--- src/rtl/stby_pkg.sv ---
package stby_pkg;

    typedef enum logic [2:0] {
        ST_RUN      = 3'd0,
        ST_IDLE_IO  = 3'd1,
        ST_IDLE_OSC = 3'd2,
        ST_STOP     = 3'd3,
        ST_WARM     = 3'd4
    } stby_state_e;

    localparam logic [1:0] DEPTH_RSVD = 2'b00;
    localparam logic [1:0] DEPTH_STOP = 2'b01;
    localparam logic [1:0] DEPTH_OSC  = 2'b10;
    localparam logic [1:0] DEPTH_IO   = 2'b11;

endpackage

--- src/rtl/stby_warm_timer.sv ---
module stby_warm_timer #(
    parameter int WUP_EXP1 = 8,
    parameter int WUP_EXP2 = 14,
    parameter int WUP_EXP3 = 16
) (
    input  logic       clk,
    input  logic       rst_n,
    input  logic       load,
    input  logic [1:0] code,
    input  logic       run,
    output logic       done
);
    localparam int CNT_W = WUP_EXP3;
    localparam logic [CNT_W-1:0] ONES = {CNT_W{1'b1}};

    logic [CNT_W-1:0] cnt_d, cnt_q;
    logic [CNT_W-1:0] load_val;

    always_comb begin
        unique case (code)
            2'b01:   load_val = ONES >> (CNT_W - WUP_EXP1);
            2'b10:   load_val = ONES >> (CNT_W - WUP_EXP2);
            default: load_val = ONES;
        endcase
    end

    assign done = (cnt_q == '0);

    always_comb begin
        cnt_d = cnt_q;
        if (load)
            cnt_d = load_val;
        else if (run && !done)
            cnt_d = cnt_q - CNT_W'(1);
    end

    always_ff @(posedge clk or negedge rst_n) begin
        if (!rst_n) cnt_q <= '0;
        else        cnt_q <= cnt_d;
    end

    // a running count only ever steps down by one, nothing reloads it mid-window
    a_r8_count_steps: assert property (@(posedge clk) disable iff (!rst_n)
        (run && !done && !load) |=> (cnt_q == $past(cnt_q) - CNT_W'(1)));

    // the count holds at zero once finished until a new load
    a_r7_done_stays: assert property (@(posedge clk) disable iff (!rst_n)
        (done && !load) |=> done);

endmodule

--- src/rtl/stby_domain_gate.sv ---
module stby_domain_gate
    import stby_pkg::*;
(
    input  stby_state_e state,
    input  logic        hold_sel_q,
    output logic        cpu_clk_en,
    output logic        per_clk_en,
    output logic        osc_en,
    output logic        warmup_busy,
    output logic        pin_hold
);
    always_comb begin
        cpu_clk_en  = 1'b0;
        per_clk_en  = 1'b0;
        osc_en      = 1'b1;
        warmup_busy = 1'b0;
        pin_hold    = 1'b0;
        unique case (state)
            ST_RUN: begin
                cpu_clk_en = 1'b1;
                per_clk_en = 1'b1;
            end
            ST_IDLE_IO: begin
                per_clk_en = 1'b1;
            end
            ST_IDLE_OSC: begin
                pin_hold = hold_sel_q;
            end
            ST_STOP: begin
                osc_en   = 1'b0;
                pin_hold = !hold_sel_q;
            end
            ST_WARM: begin
                warmup_busy = 1'b1;
                pin_hold    = !hold_sel_q;
            end
            default: begin
                cpu_clk_en = 1'b1;
                per_clk_en = 1'b1;
            end
        endcase
    end
endmodule

--- src/rtl/stby_ctrl.sv ---
module stby_ctrl
    import stby_pkg::*;
#(
    parameter int WUP_EXP1 = 8,
    parameter int WUP_EXP2 = 14,
    parameter int WUP_EXP3 = 16
) (
    input  logic       clk,
    input  logic       rst_n,
    input  logic       halt_req,
    input  logic [1:0] halt_depth,
    input  logic [1:0] wup_code,
    input  logic       hold_sel,
    input  logic       wake,
    output logic       cpu_clk_en,
    output logic       per_clk_en,
    output logic       osc_en,
    output logic       warmup_busy,
    output logic       pin_hold
);
    typedef struct packed {
        stby_state_e state;
        logic        hold_sel;
    } ctl_t;

    ctl_t ctl_d, ctl_q;
    logic tmr_load;
    logic tmr_run;
    logic tmr_done;

    assign tmr_load = (ctl_q.state == ST_STOP) && wake;
    assign tmr_run  = (ctl_q.state == ST_WARM);

    always_comb begin
        ctl_d = ctl_q;
        unique case (ctl_q.state)
            ST_RUN: begin
                if (halt_req && halt_depth != DEPTH_RSVD) begin
                    ctl_d.hold_sel = hold_sel;
                    unique case (halt_depth)
                        DEPTH_STOP: ctl_d.state = ST_STOP;
                        DEPTH_OSC:  ctl_d.state = ST_IDLE_OSC;
                        default:    ctl_d.state = ST_IDLE_IO;
                    endcase
                end
            end
            ST_IDLE_IO, ST_IDLE_OSC: begin
                if (wake) ctl_d.state = ST_RUN;
            end
            ST_STOP: begin
                if (wake) ctl_d.state = ST_WARM;
            end
            ST_WARM: begin
                if (tmr_done) ctl_d.state = ST_RUN;
            end
            default: ctl_d.state = ST_RUN;
        endcase
    end

    always_ff @(posedge clk or negedge rst_n) begin
        if (!rst_n) begin
            ctl_q.state    <= ST_RUN;
            ctl_q.hold_sel <= 1'b0;
        end else begin
            ctl_q <= ctl_d;
        end
    end

    stby_warm_timer #(
        .WUP_EXP1 (WUP_EXP1),
        .WUP_EXP2 (WUP_EXP2),
        .WUP_EXP3 (WUP_EXP3)
    ) u_timer (
        .clk   (clk),
        .rst_n (rst_n),
        .load  (tmr_load),
        .code  (wup_code),
        .run   (tmr_run),
        .done  (tmr_done)
    );

    stby_domain_gate u_gate (
        .state       (ctl_q.state),
        .hold_sel_q  (ctl_q.hold_sel),
        .cpu_clk_en  (cpu_clk_en),
        .per_clk_en  (per_clk_en),
        .osc_en      (osc_en),
        .warmup_busy (warmup_busy),
        .pin_hold    (pin_hold)
    );

    // reserved depth leaves the processor clock running
    a_r5_reserved_ignored: assert property (@(posedge clk) disable iff (!rst_n)
        (cpu_clk_en && halt_req && halt_depth == DEPTH_RSVD) |=> cpu_clk_en);

    // wake from the light idle resumes on the next cycle
    a_r6_idle_resume: assert property (@(posedge clk) disable iff (!rst_n)
        (!cpu_clk_en && per_clk_en && wake) |=> (cpu_clk_en && !warmup_busy));

    // leaving the full stop restarts the oscillator and enters warm-up
    a_r7_stop_to_warm: assert property (@(posedge clk) disable iff (!rst_n)
        (!osc_en && wake) |=> (osc_en && warmup_busy && !cpu_clk_en));

    // busy cannot drop while the count is still running
    a_r8_busy_holds: assert property (@(posedge clk) disable iff (!rst_n)
        (warmup_busy && !tmr_done) |=> warmup_busy);

    // wake in the running state leaves it running
    a_r9_wake_in_run: assert property (@(posedge clk) disable iff (!rst_n)
        (cpu_clk_en && !halt_req) |=> cpu_clk_en);

endmodule

--- config.mk ---
export PLATFORM = sky130hd
export DESIGN_NAME = stby_ctrl
export DESIGN_NICKNAME = d
export VERILOG_FILES = /design/src/rtl/stby_pkg.sv /design/src/rtl/stby_warm_timer.sv /design/src/rtl/stby_domain_gate.sv /design/src/rtl/stby_ctrl.sv
export SDC_FILE = /design/constraint.sdc
export NUM_CORES = 1
export LEC_CHECK = 0
export ABC_AREA = 1
export BUFFER_PORTS_ARGS = -buffer_cell sky130_fd_sc_hd__buf_4
export CORE_MARGIN = 5
export CORE_UTILIZATION = 50
export CTS_BUF_LIST = sky130_fd_sc_hd__clkbuf_4 sky130_fd_sc_hd__clkbuf_8 sky130_fd_sc_hd__clkbuf_16
export CTS_CLUSTER_SIZE = 24
export DETAILED_ROUTE_END_ITERATION = 8
export MAX_ROUTING_LAYER = met4
export PLACE_DENSITY = 0.69
export SLEW_MARGIN = 10
export SYNTH_ARGS = -nofsm -noshare
export SYNTH_HDL_FRONTEND = slang
export SYNTH_HIERARCHICAL = 1
export SYNTH_SLANG_ARGS = --single-unit
--- constraint.sdc ---
create_clock -name clk -period 1.7 [get_ports clk]
set_input_delay 0.34 -clock clk [delete_from_list [all_inputs] [get_ports clk]]
set_output_delay 0.34 -clock clk [all_outputs]
set_load 0.05 [all_outputs]
==> impl_results.rst <==
.. list-table::
   :header-rows: 1

   * - Metric
     - Value
   * - Status
     - finished, final reports clean
   * - Remaining DRCs
     - 0
   * - Final core utilization
     - around 63%
   * - Worst flop-to-flop path startpoint
     - ctl_q[2]
   * - Cell row count
     - 19
   * - Startpoint type of the worst setup path
     - flop
   * - Final count of hold timing violations
     - 0
   * - # placed instances
     - 257
   * - Total CTS buffers
     - 3
   * - Classification of the worst-slack hold path
     - in -> reg
   * - Cell depth of the worst hold path
     - 3
   * - Die area
     - 0.003977 mm2
   * - I/O pin count
     - 14
   * - Nets
     - 253
   * - Maximum VDD drop
     - approximately 1400 uV
   * - FFs w/ async S/R, synth
     - 100.0%
   * - HPWL Detailed
     - around 2.4 mm
   * - Die Span X
     - 63.06 um
   * - Pin slew with the least headroom to its limit
     - 0.2938 ns
   * - Gr usage total
     - 17.75%
   * - Filler-free cell count of the finished design
     - 270
   * - Delay contributed by the slowest stage of the critical path
     - 0.45 ns
   * - Dominant combinational cell family by area after synthesis
     - simple AND/OR/NAND/NOR gates
   * - Share of synthesized area spent on multiplexers
     - 0%
   * - WP depth
     - 6
   * - Initial Util
     - between 50% and 60%
   * - Top achievable clock speed
     - 601.8 MHz
   * - Power density normalized to cell area
     - 1687 mW/mm2
   * - Period Utilization, post-route
     - 97.74%
   * - Number of enable flip-flop cells after synthesis
     - 0
   * - Post-layout minimum cycle time
     - 1.662 ns
   * - #FFs+latches synth
     - 20
   * - Max_cap viols
     - 0
   * - Synthesis Warnings
     - 6
   * - CTS Root Cell
     - sky130_fd_sc_hd__clkbuf_4
   * - Relative slew slack
     - 80.34%
   * - Simple-gate share of the synthesized area
     - 46.40%
   * - Via count normalized by instance count
     - between 5 and 6
   * - Remaining antenna violation count
     - 0
   * - Max Buffers Root-to-Sink
     - 2
   * - Worst reg2reg setup slack
     - around 0.13 ns
   * - Gp weighted congestion
     - 0.9144
   * - Count of buffers inserted at the top-level ports
     - 13
   * - Worst clock skew
     - 0.004096 ns
   * - Hold path startpoint
     - hold_sel
   * - Main flop type after synthesis
     - sky130_fd_sc_hd__dfrtp_1
   * - Logic depth of the worst register-to-register path
     - 8
   * - Vias post-DR
     - 1365
   * - Endpoint, Worst Hold
     - ctl_q[0]
   * - Adder-Cell Fraction of Synth Area
     - 3.556%
   * - Start-to-end type of the worst setup path
     - reg -> out
   * - Initial drt markers
     - 96
   * - CTS tree
     - built
   * - Number of global-route vias before repair
     - between 1000 and 1500
   * - Final hold slack
     - 0.2248 ns
   * - Fraction of the mapped netlist area in compound gates
     - 4.267%
   * - Initial antenna violation count
     - 0
   * - Final number of setup-violating endpoints
     - 0
   * - Total congestion overflow
     - 0
   * - Clock tree sinks
     - 20
   * - Distinct cells, synth
     - 22
   * - Xor/xnor share of the synthesized area
     - 1.867%
   * - Wirelength, routed
     - roughly 3.2 mm
   * - Count of final max-slew check failures
     - 0
   * - Final Instance Area
     - between 0.0015 and 0.002 mm2
   * - Syn_area_per_cell
     - about 6.6 um2
   * - Arr. time, crit path
     - 1.32 ns
   * - Leakage power total
     - 0.9235 nW
   * - Post-synthesis cell area
     - 0.001408 mm2
   * - Clock insertion delay at the later pin of the skew report
     - 0.30 ns
   * - Vertical die dimension
     - 63.06 um
   * - RSZ-0062 raised after global routing
     - true
   * - Critical path capture point type
     - output pin
   * - Inserted Diodes
     - 0
   * - Synth Net Count
     - 225
   * - Endpoint required time on the critical path
     - between 1 and 1.5 ns
   * - Maximum fanout count along the critical path
     - 3
   * - Crit path buffers/inverters
     - 1
   * - Area of the core
     - 0.002734 mm2
   * - Max H-tree Level
     - 1
   * - Cell seen most often among critical-path stages
     - sky130_fd_sc_hd__nand2_2
   * - Total of fill cells in the finished design
     - 233
   * - Post-synthesis cell count
     - about 210
   * - Standard cell area after detailed placement
     - 0.001573 mm2
   * - Area growth from synthesis to final layout
     - 22.22%
   * - Number of search-and-repair iterations in the first detailed-routing pass
     - 4
   * - Library cell contributing the largest single delay on the critical path
     - sky130_fd_sc_hd__dfrtp_2
   * - Fraction of layout instances using a drive strength above 1
     - 24.27%
   * - CP top delay family
     - flip-flops
   * - Clock transition at the registers of the reported paths
     - 0.12 ns
   * - Share of the yosys chip area belonging to registers
     - a little over a third
   * - Worst R2R End
     - u_timer/cnt_q[10]
   * - Global-route wire length before repair
     - 5.658 mm
   * - Cell chain of the critical path
     - nor2_2 -> nand2_1 -> nand2_2 -> nand2_2 -> nand2_2 -> buf_8
   * - Maximum number of pins on one net before global-route repair
     - 21
   * - Final routed wire length divided by cell count
     - 11.97 um
-- cells by family (layout without fill, tap and decap cells) --
group           count (synthesis)  in the layout
simple gates                  143            143
buf+inv                        30             57
flops                          20             20
compound gates                 12             12
fa+ha+maj                       4              4
xor+xnor                        3              3
-- cell type report --
| class | count | area [um2] | area share (%) |
|---|---|---|---|
| flip-flops and latches | 20 | 503.0 | 29.24 |
| clock buffers | 4 | 36.28 | 2.109 |
| multi-input cells | 162 | 823.3 | 47.85 |
| repair buffers | 25 | 209.0 | 12.15 |
| well taps | 31 | 38.79 | 2.255 |
| inverters | 28 | 110.1 | 6.400 |
-- synthesized netlist by cell type (2+ instances only) --
master / n / share of area [%]
sky130_fd_sc_hd__nand2_2: 2 / 0.89
sky130_fd_sc_hd__nand3b_1: 6 / 3.2
sky130_fd_sc_hd__dfrtp_1: 20 / 36
sky130_fd_sc_hd__nand2_4: 2 / 1.6
sky130_fd_sc_hd__inv_2: 3 / 0.80
sky130_fd_sc_hd__nor2_2: 3 / 1.3
sky130_fd_sc_hd__buf_1: 2 / 0.53
sky130_fd_sc_hd__inv_1: 24 / 6.4
sky130_fd_sc_hd__nor2_1: 29 / 7.7
sky130_fd_sc_hd__nand2_1: 73 / 19
sky130_fd_sc_hd__o21ai_0: 6 / 2.1
sky130_fd_sc_hd__or2_0: 2 / 0.89
sky130_fd_sc_hd__nand3_1: 21 / 7.5
sky130_fd_sc_hd__o21ai_1: 2 / 0.71
sky130_fd_sc_hd__nor2_4: 3 / 2.4
sky130_fd_sc_hd__ha_1: 4 / 3.6
sky130_fd_sc_hd__a21oi_1: 4 / 1.4
sky130_fd_sc_hd__xor2_1: 2 / 1.2
-- power by group --
group | leakage, nW | internal [mW] | total, mW | switching [mW]
logic | 0.659 | 0.649 | 1.68 | 1.03
clock network | 0.0210 | 0.131 | 0.284 | 0.154
registers | 0.244 | 0.691 | 0.935 | 0.245
total | 0.924 | 1.47 | 2.90 | 1.43
-- worst min-delay path, stage by stage --
cell                      delay [ns]
sky130_fd_sc_hd__buf_4          0.07
sky130_fd_sc_hd__nand2_1        0.04
sky130_fd_sc_hd__nand2_1        0.05
-- how the worst max path moves through the flow --
stage	start	end
detailed placement	u_timer/cnt_q[0]	ctl_q[1]
finish	ctl_q[1]	pin_hold
floorplan	ctl_q[1]	per_clk_en
CTS	ctl_q[2]	pin_hold
global route	ctl_q[3]	pin_hold
global placement	u_timer/cnt_q[0]	ctl_q[2]
-- layout by cell type, fill, tap and decap left out, drive strengths merged --
cell type    count
nor3             1
o21ai            8
xor2             2
ha               4
nand3           22
or2              2
buf             24
dfrtp           20
nor2            35
xnor2            1
inv             27
a21oi            4
dlygate4sd3      1
clkbuf           4
clkinv           1
nand3b           6
nand2           77
-- per-layer routing --
| metal | wire length [um] | global-route usage, % |
|---|---|---|
| met5 | 0 | - |
| met4 | 42 | 4.775 |
| met3 | 134 | 2.664 |
| met2 | 1528 | 27.44 |
| met1 | 1525 | 24.25 |
-- state kept, by name (all words and copies together), names as in the netlist --
name and flops:
u_timer/cnt_q 16, ctl_q 4
-- stage by stage --
step / worst slack [ns] / setup TNS [ns] / total power, mW
after floorplan: 0.07571 / 0 / 2.004
after global placement: 0.1049 / 0 / 2.354
after detailed placement: 0.1036 / 0 / 2.383
after CTS: 0.001763 / 0 / 2.788
after global routing: -0.03952 / -0.1156 / 3.155
final: 0.03840 / 0 / 2.903
-- repair_timing --
item,CTS,global route
hold buffers,1,0
resized for setup,5,14
setup buffers,6,2
endpoints found under the hold margin,20,0
pin swaps,0,2
endpoints found under the setup margin,3,13
Power figures use the tool's default switching activity.
